$ cat src/rtl/rhb_pkg.sv
package rhb_pkg;
  typedef struct packed {
    logic push;
    logic popYoung;
    logic popOld;
  } rhbStrobe_t;

  typedef enum logic [1:0] {
    WALK_IDLE,
    WALK_UNDO,
    WALK_RETIRE
  } walkState_t;
endpackage

$ cat src/rtl/rhb_store.sv
module rhb_store
  import rhb_pkg::*;
#(
  parameter int Depth = 8,
  parameter int SeqW  = 8,
  parameter int ArchW = 5,
  parameter int PhysW = 7
) (
  input  logic                            clk,
  input  logic                            rstN,
  input  rhbStrobe_t                      strobe,
  input  logic [SeqW+ArchW+2*PhysW-1:0]   wrRec,
  output logic [SeqW+ArchW+2*PhysW-1:0]   youngRec,
  output logic [SeqW+ArchW+2*PhysW-1:0]   oldRec,
  output logic                            isEmpty,
  output logic                            isFull
);
  localparam int RecW = SeqW + ArchW + 2 * PhysW;
  localparam int PtrW = $clog2(Depth);

  logic [RecW-1:0] slots [Depth];
  logic [PtrW-1:0] oldPtr, newPtr;
  logic [PtrW:0]   fill;

  always_ff @(posedge clk) begin
    if (strobe.push) slots[newPtr] <= wrRec;
  end

  always_ff @(posedge clk) begin
    if (!rstN) begin
      oldPtr <= '0;
      newPtr <= '0;
      fill   <= '0;
    end else begin
      if (strobe.push)     newPtr <= newPtr + PtrW'(1);
      if (strobe.popYoung) newPtr <= newPtr - PtrW'(1);
      if (strobe.popOld)   oldPtr <= oldPtr + PtrW'(1);
      case ({strobe.push, strobe.popYoung | strobe.popOld})
        2'b10:   fill <= fill + (PtrW+1)'(1);
        2'b01:   fill <= fill - (PtrW+1)'(1);
        default: fill <= fill;
      endcase
    end
  end

  assign youngRec = slots[newPtr - PtrW'(1)];
  assign oldRec   = slots[oldPtr];
  assign isEmpty  = (fill == '0);
  assign isFull   = (fill == (PtrW+1)'(Depth));


  no_overflow_chk: assert property (@(posedge clk) disable iff (!rstN)
    isFull |-> !strobe.push);

  no_underflow_chk: assert property (@(posedge clk) disable iff (!rstN)
    isEmpty |-> !(strobe.popYoung || strobe.popOld));

  single_op_chk: assert property (@(posedge clk) disable iff (!rstN)
    $countones({strobe.push, strobe.popYoung, strobe.popOld}) <= 1);
endmodule

$ cat src/rtl/rhb_ctrl.sv
module rhb_ctrl
  import rhb_pkg::*;
#(
  parameter int SeqW         = 8,
  parameter int ArchW        = 5,
  parameter int PhysW        = 7,
  parameter int PhysRegCount = 96,
  parameter int CntW         = 16
) (
  input  logic                          clk,
  input  logic                          rstN,
  input  logic                          pushValid,
  input  logic                          flushValid,
  input  logic [SeqW-1:0]               flushSeq,
  input  logic                          retireValid,
  input  logic [SeqW-1:0]               retireSeq,
  input  logic                          isEmpty,
  input  logic                          isFull,
  input  logic [SeqW+ArchW+2*PhysW-1:0] youngRec,
  input  logic [SeqW+ArchW+2*PhysW-1:0] oldRec,
  output rhbStrobe_t                    strobe,
  output logic                          busy,
  output logic                          mapWrEn,
  output logic [ArchW-1:0]              mapWrArch,
  output logic [PhysW-1:0]              mapWrPhys,
  output logic                          freeEn,
  output logic [PhysW-1:0]              freePhys,
  output logic                          sbSetEn,
  output logic [PhysW-1:0]              sbSetPhys,
  output logic [CntW-1:0]               retireCnt,
  output logic [CntW-1:0]               undoCnt
);
  localparam int RecW = SeqW + ArchW + 2 * PhysW;
  localparam logic [PhysW:0] SbLimit = (PhysW+1)'(PhysRegCount);

  walkState_t      st;
  logic [SeqW-1:0] bound;

  logic [SeqW-1:0]  youngSeq, oldSeq;
  logic [ArchW-1:0] youngArch;
  logic [PhysW-1:0] youngNew, youngPrev, oldPrev;
  logic undoGo, retireGo, startUndo, startRetire;

  assign youngSeq  = youngRec[RecW-1 -: SeqW];
  assign youngArch = youngRec[2*PhysW +: ArchW];
  assign youngNew  = youngRec[PhysW +: PhysW];
  assign youngPrev = youngRec[0 +: PhysW];
  assign oldSeq    = oldRec[RecW-1 -: SeqW];
  assign oldPrev   = oldRec[0 +: PhysW];

  assign undoGo      = (st == WALK_UNDO) && !isEmpty && (youngSeq > bound);
  assign retireGo    = (st == WALK_RETIRE) && !isEmpty && (oldSeq <= bound);
  assign startUndo   = flushValid && (st != WALK_UNDO);
  assign startRetire = retireValid && !flushValid && (st == WALK_IDLE) &&
                       !isEmpty && (oldSeq <= retireSeq);

  always_comb begin
    strobe          = '0;
    strobe.push     = pushValid && (st == WALK_IDLE) && !isFull;
    strobe.popYoung = undoGo;
    strobe.popOld   = retireGo;
  end

  always_ff @(posedge clk) begin
    if (!rstN) begin
      st        <= WALK_IDLE;
      bound     <= '0;
      retireCnt <= '0;
      undoCnt   <= '0;
    end else begin
      if (startUndo) begin
        st    <= WALK_UNDO;
        bound <= flushSeq;
      end else if (startRetire) begin
        st    <= WALK_RETIRE;
        bound <= retireSeq;
      end else if ((st == WALK_UNDO && !undoGo) ||
                   (st == WALK_RETIRE && !retireGo)) begin
        st <= WALK_IDLE;
      end
      if (undoGo)   undoCnt   <= undoCnt + CntW'(1);
      if (retireGo) retireCnt <= retireCnt + CntW'(1);
    end
  end

  assign busy      = (st != WALK_IDLE);
  assign mapWrEn   = undoGo;
  assign mapWrArch = youngArch;
  assign mapWrPhys = youngPrev;
  assign freeEn    = undoGo || retireGo;
  assign freePhys  = undoGo ? youngNew : oldPrev;
  assign sbSetEn   = undoGo && ({1'b0, youngNew} >= SbLimit);
  assign sbSetPhys = youngNew;


  flush_holds_chk: assert property (@(posedge clk) disable iff (!rstN)
    undoGo |=> (st == WALK_UNDO));

  retire_clean_chk: assert property (@(posedge clk) disable iff (!rstN)
    retireGo |-> (!mapWrEn && !sbSetEn));

  retire_count_chk: assert property (@(posedge clk) disable iff (!rstN)
    retireGo |=> (retireCnt == $past(retireCnt) + CntW'(1)));

  sb_pairs_free_chk: assert property (@(posedge clk) disable iff (!rstN)
    sbSetEn |-> (freeEn && mapWrEn && sbSetPhys == freePhys));
endmodule

$ cat src/rtl/rename_history_buf.sv
module rename_history_buf
  import rhb_pkg::*;
#(
  parameter int Depth        = 8,
  parameter int SeqW         = 8,
  parameter int ArchW        = 5,
  parameter int PhysW        = 7,
  parameter int PhysRegCount = 96,
  parameter int CntW         = 16
) (
  input  logic             clk,
  input  logic             rstN,
  input  logic             pushValid,
  input  logic [SeqW-1:0]  pushSeq,
  input  logic [ArchW-1:0] pushArch,
  input  logic [PhysW-1:0] pushNew,
  input  logic [PhysW-1:0] pushPrev,
  input  logic             flushValid,
  input  logic [SeqW-1:0]  flushSeq,
  input  logic             retireValid,
  input  logic [SeqW-1:0]  retireSeq,
  output logic             busy,
  output logic             full,
  output logic             mapWrEn,
  output logic [ArchW-1:0] mapWrArch,
  output logic [PhysW-1:0] mapWrPhys,
  output logic             freeEn,
  output logic [PhysW-1:0] freePhys,
  output logic             sbSetEn,
  output logic [PhysW-1:0] sbSetPhys,
  output logic [CntW-1:0]  retireCnt,
  output logic [CntW-1:0]  undoCnt
);
  localparam int RecW = SeqW + ArchW + 2 * PhysW;

  rhbStrobe_t      strobe;
  logic [RecW-1:0] youngRec, oldRec;
  logic            isEmpty;

  rhb_store #(.Depth(Depth), .SeqW(SeqW), .ArchW(ArchW), .PhysW(PhysW)) store_i (
    .clk(clk), .rstN(rstN), .strobe(strobe),
    .wrRec({pushSeq, pushArch, pushNew, pushPrev}),
    .youngRec(youngRec), .oldRec(oldRec), .isEmpty(isEmpty), .isFull(full)
  );

  rhb_ctrl #(.SeqW(SeqW), .ArchW(ArchW), .PhysW(PhysW),
             .PhysRegCount(PhysRegCount), .CntW(CntW)) ctrl_i (
    .clk(clk), .rstN(rstN), .pushValid(pushValid),
    .flushValid(flushValid), .flushSeq(flushSeq),
    .retireValid(retireValid), .retireSeq(retireSeq),
    .isEmpty(isEmpty), .isFull(full), .youngRec(youngRec), .oldRec(oldRec),
    .strobe(strobe), .busy(busy),
    .mapWrEn(mapWrEn), .mapWrArch(mapWrArch), .mapWrPhys(mapWrPhys),
    .freeEn(freeEn), .freePhys(freePhys),
    .sbSetEn(sbSetEn), .sbSetPhys(sbSetPhys),
    .retireCnt(retireCnt), .undoCnt(undoCnt)
  );


  busy_blocks_push_chk: assert property (@(posedge clk) disable iff (!rstN)
    (busy && !freeEn) |=> $stable(full));
endmodule

$ cat config.mk
export PLATFORM = sky130hd
export DESIGN_NAME = rename_history_buf
export DESIGN_NICKNAME = d
export VERILOG_FILES = /design/src/rtl/rhb_pkg.sv /design/src/rtl/rhb_store.sv /design/src/rtl/rhb_ctrl.sv /design/src/rtl/rename_history_buf.sv
export SDC_FILE = /design/constraint.sdc
export NUM_CORES = 1
export LEC_CHECK = 0
export ABC_CLOCK_PERIOD_IN_PS = 7600
export BUFFER_PORTS_ARGS = -buffer_cell sky130_fd_sc_hd__buf_4
export CAP_MARGIN = 15
export CORE_ASPECT_RATIO = 1.75
export CORE_MARGIN = 5
export CORE_UTILIZATION = 60
export DETAILED_ROUTE_END_ITERATION = 10
export GPL_ROUTABILITY_DRIVEN = 1
export HOLD_SLACK_MARGIN = 0.03
export PLACE_DENSITY = 0.8
export RECOVER_POWER = 25
export SLEW_MARGIN = 20
export SYNTH_ARGS = -nofsm -noshare
export SYNTH_HDL_FRONTEND = slang
export SYNTH_SLANG_ARGS = --single-unit
export TNS_END_PERCENT = 50
$ cat constraint.sdc
create_clock -name clk -period 7.6 [get_ports clk]
set_clock_uncertainty 0.1 [all_clocks]
set_input_delay 1.14 -clock clk [delete_from_list [all_inputs] [get_ports clk]]
set_output_delay 1.14 -clock clk [all_outputs]
set_load 0.02 [all_outputs]
== Yosys cells after proc, flatten, opt, wreduce, memory -nomap -nowiden ==
Memory sizes are Yosys's and may differ from the RTL's. A register that Yosys moved wholly into a read port is not among the register bits.
Cells that the tools add are included.
Storage, ports and cells
  register bits after elaboration: 52
  output and inout bits: 63
  memory bits (writable): 216
  bits of input ports: 48
  word-level logic and storage cells: 71
  memories: 1
Memories
  store_i.slots: depth 8, bits a word 27, read ports 2, clocked after Yosys merged registers in 1, wr ports 1, RTL line rhb_store.sv:21  | logic [RecW-1:0] slots [Depth];
Cells by class
  bitwise gates (word level): 2
  $lt $le $gt $ge: 4
  add/subtract/negate cells: 7
  reduce and logical (&&, ||, !) cells: 30
  equal/unequal tests: 6
  mux-type cells: 13
Operator list (number)
  $add 16x1->16 const B: 2
  $le 8x8->1: 2
  $mux 8: 2
  $logic_and 1x1->1: 14
  $mux 3: 4
  $reduce_bool 2->1: 5
  $gt 8x8->1: 1
  $pmux 4 s2: 1
  $ge 7x7->1 const B: 1
  $mux 7: 1
  $add 3x1->3 const B: 2
  $logic_not 1->1: 5
  $add 4x1->4 const B: 1
  $eq 2x1->1 const B: 2
  $eq 2x2->1 const B: 2
  $eq 4x4->1 const B: 1
  $logic_not 4->1: 1
  $mux 2: 2
  $sub 4x1->4 const B: 1
  $mux 1: 3
  $reduce_bool 3->1: 1
  $sub 3x1->3 const B: 1
  $logic_not 2->1: 1
  $logic_or 1x1->1: 2
  4 further kinds: 4

== Logic depth before layout (Yosys ltp) ==
  word-level depth: 10
  depth in mapped cells: 23
  mapped depth without buffers: 17

== Hierarchy ==
A second synthesis with hierarchy kept.
Second synthesis, totals
  cell total of the unflattened synthesis: 822
  area, all modules: 13431.6 sq um
By module, submodules not included
  rhb_store: seq. area each 6746.5 sq um, cells an instance 489, instances 1, area each 10633.9 sq um
  rhb_ctrl: seq. area each 840.8 sq um, cells an instance 333, instances 1, area each 2797.7 sq um

== Worst setup path after synthesis ==
Ideal clock, no wire load.
  path type: register -> register
  start point: register store_i.newPtr[0]
  end point: register store_i.fill[3]
  clock period less this slack: 5.783 ns
  arrival time: 5.612 ns
  cell stages (with the launch flop): 24
  data required time: 7.430 ns
  path slack: 1.817 ns
  path buffers: 6
  path through: dfxtp_1 > buf_2 > buf_2 > buf_1 > inv_1 > ha_1 > clkbuf_1 > clkbuf_1 > mux4_2 > mux2_2 > ha_1 > nor2b_1 > o211ai_1 > a21oi_1 > o21ai_2 > clkbuf_1 > nand2_1 > ha_1 > ha_1 > a21o_1 > a21oi_1 > xnor2_1 > or3_1 > a21oi_1
Between the ends
  word-level cells in the longest chain between the ends: 7
  elaborated cells on any way between the ends: 9
  classes of those cells: add/sub: 1; order compare: 1; eq/ne: 2; mux: 1; bitwise: 1; reduce/logical: 2; memory: 1
RTL lines
  from (decl): RTL line rhb_store.sv:22  | logic [PtrW-1:0] oldPtr, newPtr;
  from (signal assigned): RTL line rhb_store.sv:35  | if (strobe.push) newPtr <= newPtr + PtrW'(1);
  from (signal assigned): RTL line rhb_store.sv:36  | if (strobe.popYoung) newPtr <= newPtr - PtrW'(1);
  $sub 3x1->3 *: RTL line rhb_store.sv:46  | assign youngRec = slots[newPtr - PtrW'(1)];
  $mem_v2 8x27 *
  $gt 8x8->1 *: RTL line rhb_ctrl.sv:51  | assign undoGo = (st == WALK_UNDO) && !isEmpty && (youngSeq > bound);
  $logic_and 1x1->1 *: RTL line rhb_ctrl.sv:51
  $or 1x1->1 *: RTL line rhb_store.sv:38  | case ({strobe.push, strobe.popYoung | strobe.popOld})
  $eq 2x1->1 / $eq 2x2->1 (equally long branches): RTL line rhb_store.sv:38
  $pmux 4 s2 / $reduce_bool 2->1 (equally long branches)
  to (signal assigned): RTL line rhb_store.sv:39  | 2'b10: fill <= fill + (PtrW+1)'(1);
  to (signal assigned): RTL line rhb_store.sv:40  | 2'b01: fill <= fill - (PtrW+1)'(1);
  to (signal assigned): RTL line rhb_store.sv:41  | default: fill <= fill;
  to (decl): RTL line rhb_store.sv:23  | logic [PtrW:0] fill;
Every way passes the cells marked *; elsewhere a longest branch is shown, timed or not.
A chain may end at the register's enable or synchronous reset.

== Worst setup path after layout ==
  start point: register store_i.newPtr[0]
  end point: output mapWrEn
Between the ends
  word-level cells in the longest chain between the ends: 4
RTL lines
  $sub 3x1->3: RTL line rhb_store.sv:46
  $mem_v2 8x27
  $gt 8x8->1: RTL line rhb_ctrl.sv:51
  $logic_and 1x1->1: RTL line rhb_ctrl.sv:51
  to (decl): RTL line rename_history_buf.sv:24  | output logic mapWrEn,
No other way between the ends.

==> run summary <==
Outcome: finished clean
Layout Cells excl Fill: 1139
Final ANT Viol Nets: 0
Clk network pwr share: 29.9%
#FFs+latches synth: 271
Maximum vdd drop: 0.000248 V
First-pass GRT wire length: 43.7 mm
Layout Nets: 954
Initial Util: 60.3%
# DRC: 0
Final instance area: 14000 um2
Fin util: 69.3%
Leakage: 4.72 nW
Most common cell after layout, fill and taps aside: edfxtp_1
Clock buffer depth: 3
Die area: 23400 um2
Height of the die: 199 um
Synth cell types: 46
Yosys top cell area share: 53.2%
Synth Area in Simple Gates: 5.85%
Num ports: 111
Area leader, netlist: edfxtp_1
Internal: 2.74 mW
Aggregate negative setup slack: 0 ns
Via-to-Cell Ratio: 6.46
Predominant post-synthesis flop cell: edfxtp_1
Layout cells sized above 1: 30.5%
DRT iter0 DRCs: 598
Seq/Total Area, Yosys: 62.2%
Mean Syn Cell Area: 16.0 um2
GRT Util Overall: 23.9%
Worst rel slew slack: 27.9%
CP Capture Type: output port
Largest cells by area after synthesis: edfxtp_1, mux4_2, dfxtp_1, ha_1, mux2_2
NetSw: 1.08 mW
Place WS: 1.55 ns
Cts hold-fix bufs: 0
Setup violators final: 0
Clk Latency, worst-skew pair: 0.52 ns
Synthesized Nets: 843
Most frequent cells in the layout: edfxtp_1, buf_4, mux4_2
Initial antenna violation count: 0
XOR/XNOR share of the synthesized area: 1.08%
Worst Setup Path Type: reg -> out
CTS tree: yes
CTS root buffer: clkbuf_16
Largest family of logic cells by synthesized area: multiplexers
Final period util: 85.7%
Grt total ovfl: 0
Async SR Flop Fraction: 0%
Mux share of post-synthesis cell area: 20.5%
Pre-Repair DR Iteration Count: 7
Comb pwr share: 24.8%
Seq pwr share: 45.3%
Hold Crit Class: reg -> reg
Fmax: 153 MHz
DR WL/cell: 24.6 um
Vias in the first global route: 7980
Largest net degree at the start of global routing: 36
Area post-placement: 13300 um2
Post-CTS Setup Bufs: 0
Warnings, synthesis: 0
Total clock buffers created by CTS: 24
Sink Count: 271
Syn Inst Count: 762
Critical path arrival: 5.28 ns
RSZ-0062 raised after global routing: no
CP Data Required Time: 6.36 ns
Switching share of total power: 28.3%
Final WL: 28.0 mm
Clock-pin slew on the worst setup and hold paths: 0.06 ns
Final min period: 6.52 ns
Post-Synth Adder-Cell Area: 3.45%
Total number of vias: 7360
Final setup margin: 1.08 ns
Actual slew at the worst max-slew pin: 1.08 ns
PnR Total Power: 3.82 mW
H-tree depth: 1
Worst-path fanout max: 35
Std cell rows: 69
Pwr dens: 273 nW/um2
CP Launch Type: flop
Final estimated routing congestion in global placement: 0.839
Final Hold Violating Endpoints: 0
Max cap viols: 0
Synth-to-Final Area Change: 14.9%
Hpwl dp: 18.2 mm
Cell Count Post-Placement: 1095
Core Box Area: 20200 um2
WHS: 0.384 ns
Antenna diodes: 0
Buffers on Ports: 110
Final Max Tran Viols: 0
Die W: 118 um
Synth Area in Compound Gates: 4.67%
Synthesized area: 12200 um2
Post-synth EDFFs: 216
Post-cts resize count: 0
==> area by class of cell <==
| class | instances | area [um2] |
|---|---|---|
| Clock buffer | 27 | 633 |
| Multi-Input combinational cell | 423 | 4390 |
| Timing Repair Buffer | 124 | 860 |
| Tap cell | 248 | 310 |
| Clock inverter | 17 | 110 |
| Sequential cell | 271 | 7590 |
| Inverter | 29 | 109 |
| Fill cell | 1374 | 6200 |
==> power groups by stage <==
| stage | registers, mW | clock network (mW) | logic (mW) |
|---|---|---|---|
| 2_1_floorplan | 1.73 | 0 | 0.645 |
| 3_3_place_gp | 1.75 | 0 | 0.926 |
| 3_5_place_dp | 1.76 | 0 | 0.955 |
| 4_1_cts | 1.73 | 1.17 | 0.962 |
| 5_1_grt | 1.74 | 1.23 | 1.02 |
| 6_report | 1.73 | 1.14 | 0.947 |
==> path summary, 6_finish.rpt <==
| kind | slack [ns] | endpoint | from | depth (start not counted) |
|---|---|---|---|---|
| hold reg to reg | 0.38 | ctrl_i.retireCnt[15] | ctrl_i.retireCnt[15] | 2 |
| setup reg to reg | 1.55 | store_i.fill[3] | store_i.newPtr[0] | 17 |
| hold / removal | 0.38 | ctrl_i.retireCnt[15] | ctrl_i.retireCnt[15] | 2 |
| setup / recovery | 1.08 | mapWrEn | store_i.newPtr[0] | 11 |
==> sequential cells by signal, indices dropped and copies added, names as in the netlist, named ones only <==
| name | flops |
|---|---|
| ctrl_i.retireCnt | 16 |
| store_i.slots | 216 |
| store_i.newPtr | 3 |
| ctrl_i.undoCnt | 16 |
| ctrl_i.bound | 8 |
| store_i.fill | 4 |
| store_i.oldPtr | 3 |
| ctrl_i.st | 2 |
==> per-layer routing <==
layer / global-route usage [%] / wire (um) / vias up
met5: 0 / 0 / -
met4: 8.93 / 967 / 0
met3: 3.64 / 1770 / 65
met2: 45.6 / 15600 / 314
met1: 26.7 / 9630 / 3724
li1: - / - / 3257
==> critical path, stage by stage, from the launching register on <==
cell	delay, ns
dfxtp_4	0.71
inv_1	0.13
ha_2	0.95
mux4_2	0.42
mux2_2	0.28
ha_1	0.28
nor2b_1	0.13
o211ai_1	0.15
a21oi_1	0.21
o21ai_2	0.90
inv_2	0.30
buf_4	0.26
==> cells by family after synthesis <==
logic type      count (synthesis)
compound gates                 99
xor+xnor                       15
fa+ha+maj                      33
buf+inv                        68
flops                         271
mux                           140
simple gates                  136
==> cell usage after synthesis (2+ instances only) <==
cell       count
buf_1          7
nand4_1        9
edfxtp_1     216
nand3_1        7
or4_1          7
inv_1         28
xor2_1         7
o21a_1         3
ha_1          32
a21o_1         2
buf_2         11
nor4_1         3
o2111ai_1      4
o21ai_0       24
a21oi_1       49
mux2i_1       23
dfxtp_1       55
nand2b_1       6
nand2_1       30
o31ai_1        6
nor2b_1        3
o211ai_1       5
xnor2_1        8
mux4_2        84
or3_1         12
clkbuf_1      20
mux2_2        33
nor3_1        13
and3_1         7
nor2_1        29
a211oi_1       2
nor4b_1        3
Note: power is estimated with default switching activity, not from simulation.
